<file path="config.mk">
export PLATFORM = sky130hd
export DESIGN_NAME = readout_word_serializer
export DESIGN_NICKNAME = d
export VERILOG_FILES = /design/src/rtl/readout_word_serializer.sv
export SDC_FILE = /design/constraint.sdc
export NUM_CORES = 1
export LEC_CHECK = 0
export ABC_AREA = 1
export BUFFER_PORTS_ARGS = -buffer_cell sky130_fd_sc_hd__buf_2
export CORE_MARGIN = 2
export CORE_UTILIZATION = 40
export CTS_BUF_LIST = sky130_fd_sc_hd__clkbuf_4
export DETAILED_ROUTE_END_ITERATION = 8
export PLACE_DENSITY = 0.7
export SKIP_LAST_GASP = 1
export SLEW_MARGIN = 5
export SYNTH_ARGS = -nofsm -noshare
export SYNTH_HDL_FRONTEND = slang
export SYNTH_SLANG_ARGS = --single-unit
</file>
<file path="constraint.sdc">
create_clock -name clk -period 2 [get_ports clk]
set_clock_uncertainty 0.1 [all_clocks]
set_input_delay 0.4 -clock clk [delete_from_list [all_inputs] [get_ports clk]]
set_output_delay 0.4 -clock clk [all_outputs]
set_load 0.01 [all_outputs]
</file>
<file path="src/rtl/readout_word_serializer.sv">
module readout_word_serializer #(
  parameter int STRIP_W  = 4,
  parameter int SET_W    = 5,
  parameter int BCO_W    = 8,
  parameter int STATUS_W = 10,
  parameter int SYNC_W   = 13,
  parameter logic [SYNC_W-1:0] SYNC_PATTERN = 13'h15A3
) (
  input  logic                 clk,
  input  logic                 rst_n,
  input  logic [1:0]           lane_sel,
  input  logic [STATUS_W-1:0]  status_in,
  input  logic                 hit_valid,
  output logic                 hit_ready,
  input  logic [STRIP_W-1:0]   hit_strip,
  input  logic [SET_W-1:0]     hit_set,
  input  logic [BCO_W-1:0]     hit_bco,
  output logic [11:0]          lane_data,
  output logic [5:0]           lane_en,
  output logic                 word_start
);
  localparam int WORD_W    = 1 + STATUS_W + SYNC_W;
  localparam int MAX_LANES = 6;
  localparam int CW        = $clog2(WORD_W / 2 + 1);

  function automatic int lanes_of(input logic [1:0] code);
    case (code)
      2'd0:    return 1;
      2'd1:    return 2;
      2'd2:    return 4;
      default: return MAX_LANES;
    endcase
  endfunction

  logic [WORD_W-1:0] sh;
  logic [1:0]        mode;
  logic [CW-1:0]     cnt;
  logic              live;
  logic              wstart;
  logic [WORD_W-1:0] hit_word, sync_word;

  assign hit_word   = WORD_W'({hit_bco, hit_set, hit_strip, 1'b1});
  assign sync_word  = {SYNC_PATTERN, status_in, 1'b0};
  assign hit_ready  = rst_n && (cnt == '0);
  assign word_start = wstart;

  always_ff @(posedge clk) begin
    if (!rst_n) begin
      sh     <= '0;
      mode   <= 2'd0;
      cnt    <= '0;
      live   <= 1'b0;
      wstart <= 1'b0;
    end else if (cnt == '0) begin
      sh     <= hit_valid ? hit_word : sync_word;
      mode   <= lane_sel;
      cnt    <= CW'(WORD_W / (2 * lanes_of(lane_sel)) - 1);
      live   <= 1'b1;
      wstart <= 1'b1;
    end else begin
      sh     <= sh >> (2 * lanes_of(mode));
      cnt    <= cnt - 1'b1;
      wstart <= 1'b0;
    end
  end

  always_comb begin
    lane_data = '0;
    lane_en   = '0;
    if (live) begin
      for (int k = 0; k < MAX_LANES; k++) begin
        if (k < lanes_of(mode)) begin
          lane_data[2*k]   = sh[k];
          lane_data[2*k+1] = sh[lanes_of(mode) + k];
          lane_en[k]       = 1'b1;
        end
      end
    end
  end
endmodule

</file>
# --- Word level (Yosys, flattened, before mapping) ---
# Cells that the tools add are included.
word_totals:
  reg_bits: 32
  input_bits: 32
op_classes:
  n_addsub: 7
  div_mod_pow: 1
  n_lt_le_gt_ge: 12
  n_eq_ne: 4
  shift: 1
  n_mux: 55
  reduce_logical: 4
ops:
  columns: ["op", "count"]
  rows:
  - ["$mux W32", 13]
  - ["$lt A32 B7 Y1 const B", 6]
  - ["$mux W31", 4]
  - ["$add A32 B3 Y32 const B", 2]
  - ["$add A32 B4 Y32 const B", 2]
  - ["$lt A3 B32 Y1 const A", 2]
  - ["$lt A4 B32 Y1 const A", 2]
  - ["$mux W24", 2]
  - ["$add A32 B2 Y32 const B", 1]
  - ["$div A6 B32 Y32 const A", 1]
  - ["$lt A1 B32 Y1 const A", 1]
  - ["$lt A2 B32 Y1 const A", 1]
  - ["$shr A24 B32 Y24", 1]
  - ["$bmux W1 S5", 6]
  - ["$mux W1", 19]
  - ["$pmux W3 S3", 2]
  - ["$mux W12", 1]
  - ["$mux W2", 6]
  - ["$mux W6", 1]
  - ["$eq A2 B1 Y1 const B", 2]
  - ["$eq A2 B2 Y1 const B", 2]
  - ["$logic_not A2 Y1", 2]
  - ["$logic_not A4 Y1", 1]
  - ["$mux W4", 1]
  - ["3 further kinds", 3]

# --- Longest topological paths before layout ---
logic_depth:
  word_depth: 12
  mapped_depth: 12
  ltp_nobuf: 11

# --- Worst setup path before layout ---
# OpenSTA, ideal clock, no wires.
synth_path:
  path_kind: "reg2out"
  start: "reg mode[0]"
  end: "out lane_data[5]"
  arrival_time_ns: 1.696
  slack_ns: -0.196
  path_stages_with_launch: 10
  path_buffers: 2
  path_cell_list: "dfxtp_1 > inv_1 > ha_1 > buf_2 > nor2_2 > buf_2 > ha_1 > nor2_1 > nand2_1 > nor2_1"
synth_between:
  elab_chain_cells: 10
  word_cells_on_any_way: 14
synth_lines:
  columns: ["element", "line", "text"]
  rows:
  - ["from (decl)", "36", "logic [1:0] mode;"]
  - ["from (signal assigned)", "56", "mode <= lane_sel;"]
  - ["$eq A2 B2 Y1 (tied with other cells)", "27", "case (code)"]
  - ["$pmux W3 S3 (*)", "27", null]
  - ["$mux W32", "72", "if (k < lanes_of(mode)) begin"]
  - ["$mux W32", "70", "if (live) begin"]
  - ["$add A32 B3 Y32", "74", "lane_data[2*k+1] = sh[lanes_of(mode) + k];"]
  - ["$bmux W1 S5", "74", null]
  - ["$mux W1 (not written as such) (2 in series)", "74", null]
  - ["$mux W2 (*)", "72", null]
  - ["$mux W12 (*)", "70", null]
  - ["to (decl)", "18", "output logic [11:0] lane_data,"]
# Every way passes the cells marked *; elsewhere a longest branch is shown, timed or not. The select of a mux whose other input is x is not followed.

# --- Final worst setup path ---
layout_path:
  start: "reg mode[0]"
  end: "out lane_data[1]"
layout_between:
  elab_chain_cells: 9
  word_cells_on_any_way: 13
layout_lines:
  columns: ["element", "line"]
  rows:
  - ["$eq A2 B2 Y1 (tied with other cells)", "27"]
  - ["$pmux W3 S3 (*)", "27"]
  - ["$mux W32", "72"]
  - ["$mux W32", "70"]
  - ["$bmux W1 S5", "74"]
  - ["$mux W1 (not written as such) (2 in series)", "74"]
  - ["$mux W2 (*)", "72"]
  - ["$mux W12 (*)", "70"]
# Marks and branches as above.

==> run summary <==
The clock slew seen by the registers of the worst setup and hold paths came out at 0.10 ns. Setup repair after global routing could not meet its margin everywhere. The smallest clock period supported by the final layout is computed as 2.390 ns. The worst setup slack after layout came out at -0.3895 ns.

The worst slack at placement is -0.09401 ns. The core area came out at 0.006350 mm2. Sequential cells were found to cover 24.37% of the synthesized design area. The flop and latch count out of synthesis is 32.

Of all flip-flops after synthesis, the portion carrying an async set or reset was 0%. The via count of the routed design came out at 3,484. IR analysis of the VDD net gives a maximum drop of 0.7613 mV.

The cell count after placement is 612. The number of hold violations in the final report came out at 0. The highest clock frequency the design can meet came out at 418.5 MHz. The buffer and inverter count on the worst path came out at 4. The height of the die came out at 85.07 um. Global routing used 25.47% of the available tracks. The ratio of final minimum period to clock period is 119.5%.

For this configuration, the core starts out at a cell density of 41.40%. The number of antenna violations at the first check in global routing is 0. The actual transition at the worst max-transition pin came out at 0.3924 ns. The routed via count divided by cell count came out at 5.461. The pin count of the biggest net entering global routing is 21. For this run, the slowest stage of the critical path takes 0.38 ns. The nature of the critical path endpoint is an output port. The floorplan die area is 0.007236 mm2.

The width of the chip is 85.07 um. The post-route total power is 5.970 mW. The number of DRC violations after detailed-routing iteration 0 came out at 309. The critical path's top delay family is buffers and inverters. The first global-routing pass estimated 14,970 um of wire.

The count of unique library cells instantiated by Yosys came out at 25. The clock reaches the later pin of the worst-skew pair after 0.34 ns. The weighted congestion reported at the end of routability-driven placement came out at 0.9483. The count of nets after finishing is 601. The cell area that synthesis handed to floorplanning was 0.002629 mm2. In the post-synthesis netlist, the biggest area contributors are nand2_1 (24%), dfxtp_1 (24%), nand3_1 (19%). The worst-path maximum fanout came out at 6. The fraction of layout instances using a drive strength above 1 is 31.37%. The share of Yosys cell area claimed by the top area cell type came out at 24.42%. The worst path arrival time is 1.89 ns. Walking the worst path, the cells encountered are buf_6, ha_4, nor2_4, inv_4, buf_6, nand2_2, nand2_2, o211a_1, buf_2. The cell area power density came out at 1607 mW/mm2.

The run finished, with violations left. The number of nets handed over by synthesis was 501. The post-route DRC violation count is 0. The kind of start point of the critical path is a register. The synthesized area per cell is 5.715 um2. The number of diodes came out at 0. The routed length per instance came out at 14.77 um. The count of input and output buffers came out at 51. In this run the tightest slew margin relative to its limit is 73.56%. The count of hold-fix buffers inserted at cts came out at 0.

The final-report max-slew violation count is 0. For this run, the leading register cell type out of synthesis is dfxtp_1. The area growth from synthesis to layout came out at 41.31%. The clock tree synthesis step divided the H-tree into 2 levels. TritonCTS built the clock tree. Final hold analysis gives a worst-case slack of 0.1799 ns. The final antenna-violating net count came out at 0.

The first-pass iteration count of the detailed router is 5. The total setup violations reported at the end of the flow came out at 17. The number of standard-cell rows in the floorplan came out at 29.

The number of buffers created by CTS came out at 5. For this design the top-level I/O count stands at 52. The worst setup path is of the reg2out kind.

The checks that failed: negative setup slack. The largest total area in the synthesized netlist belongs to nand2_1. The synthesized design contains 0 enable-type register cells.

Across the run, the number of max-cap violations was 0. Wires add up to 9422 um. The data required time of the critical path came out at 1.50 ns. On the critical path, the stage with the largest delay is an instance of dfxtp_4. Clock tree synthesis found a total of 32 sinks.

The synthesized instance count is 460. The final cell count without fillers is 638. Among all cell types in the netlist, the one instantiated most often is nand2_1. The number of global-route vias before repair came out at 3,190.

The detailed-placement wirelength estimate is 6886 um. In the synthesized netlist, the cells that appear most often are nand2_1 (171), nand3_1 (101), inv_1 (39). In this run the static leakage power is 1.926 nW.

The master cell of the clock root buffer is clkbuf_4. Global routing finished with a remaining overflow of 0. The number of warnings issued by yosys came out at 0. The tightest min-delay check is of the in2reg type. The clock passes through at most 2 buffers.
==> per-layer routing <==
layer / vias up / share of wire, % / track usage [%]
met5: - / 0 / 0
met4: 0 / 2.4 / 8.802
met3: 18 / 7.4 / 3.696
met2: 170 / 48 / 42.61
met1: 1582 / 42 / 33.47
li1: 1714 / - / -
==> tightest hold or removal path, cell delays in order <==
cell and delay, ns:
buf_2 0.07, nand3_1 0.06, nand2_1 0.06
==> stage by stage <==
stage	util, %	area, um2	setup TNS (ns)
after detailed placement	50.92	3233	-0.2532
after CTS	54.64	3470	-2.973
final	58.50	3715	-3.587
after floorplan	-	2663	-0.01510
after global routing	58.50	3715	-5.667
after global placement	50.92	3233	-0.1602
==> repair_timing <==
| item | 4_1_cts | 5_1_grt |
|---|---|---|
| setup buffers | 4 | 15 |
| pin swaps | 11 | 17 |
| endpoints found under the setup margin | 17 | 29 |
| cloned | 0 | 2 |
| gates resized for setup | 34 | 41 |
==> registers in the layout, summed over array words and instances, names as in the netlist <==
name        count
mode            2
sh             24
live            1
word_start      1
cnt             4
==> worst paths after layout <==
path	from	end	slack (ns)	cells after the start
max reg2reg	mode[0]	sh[0]	0	13
max	mode[0]	lane_data[1]	-0.39	9
min reg2reg	sh[22]	sh[22]	0.44	2
min	hit_bco[7]	sh[17]	0.18	3
==> logic make-up (layout without fill, tap and decap cells) <==
logic type                 count (synthesis)  after routing  share of synthesized area [%]
AOI/OAI and AO/OA                         39             39                          8.472
adders and majority gates                  9              9                          4.284
buffers and inverters                     62            163                          10.71
DFF                                       32             32                          24.37
and+or+nand+nor                          318            318                          52.17
==> where the power goes <==
| group | switching, mW | internal (mW) |
|---|---|---|
| sequential | 0.209 | 0.891 |
| combinational | 2.53 | 1.83 |
| clock | 0.235 | 0.275 |
| total | 2.97 | 3.00 |
==> cell usage in the layout (no fill, tap or decap), types with 2 or more instances in the layout <==
cell type  instances
nand2_1          162
nand3_1           94
buf_2             51
buf_4             46
inv_1             33
dfxtp_1           30
nor2_1            23
o21ai_0           14
nor2_2            11
buf_6              9
nand2_2            8
o21ai_1            7
nand3_2            7
inv_4              6
a21oi_1            6
ha_4               6
clkbuf_4           6
nor2_4             4
a31oi_1            4
inv_2              3
buf_12             3
nor3_2             2
nand3b_1           2
o22ai_1            2
nor3_1             2
o2111ai_1          2
ha_1               2
buf_8              2
==> area by class of cell <==
type                       instances  area (um2)
clock buffer                       6       45.04
clock inverter                     2       35.03
fill                             605        2635
inverter                          42       175.2
multi-input combinational        366        1894
sequential                        32       645.6
tap                               77       96.34
timing repair buffer             112       817.0
timing repair inverter             1       6.256
(Power assumes the default switching activity.)
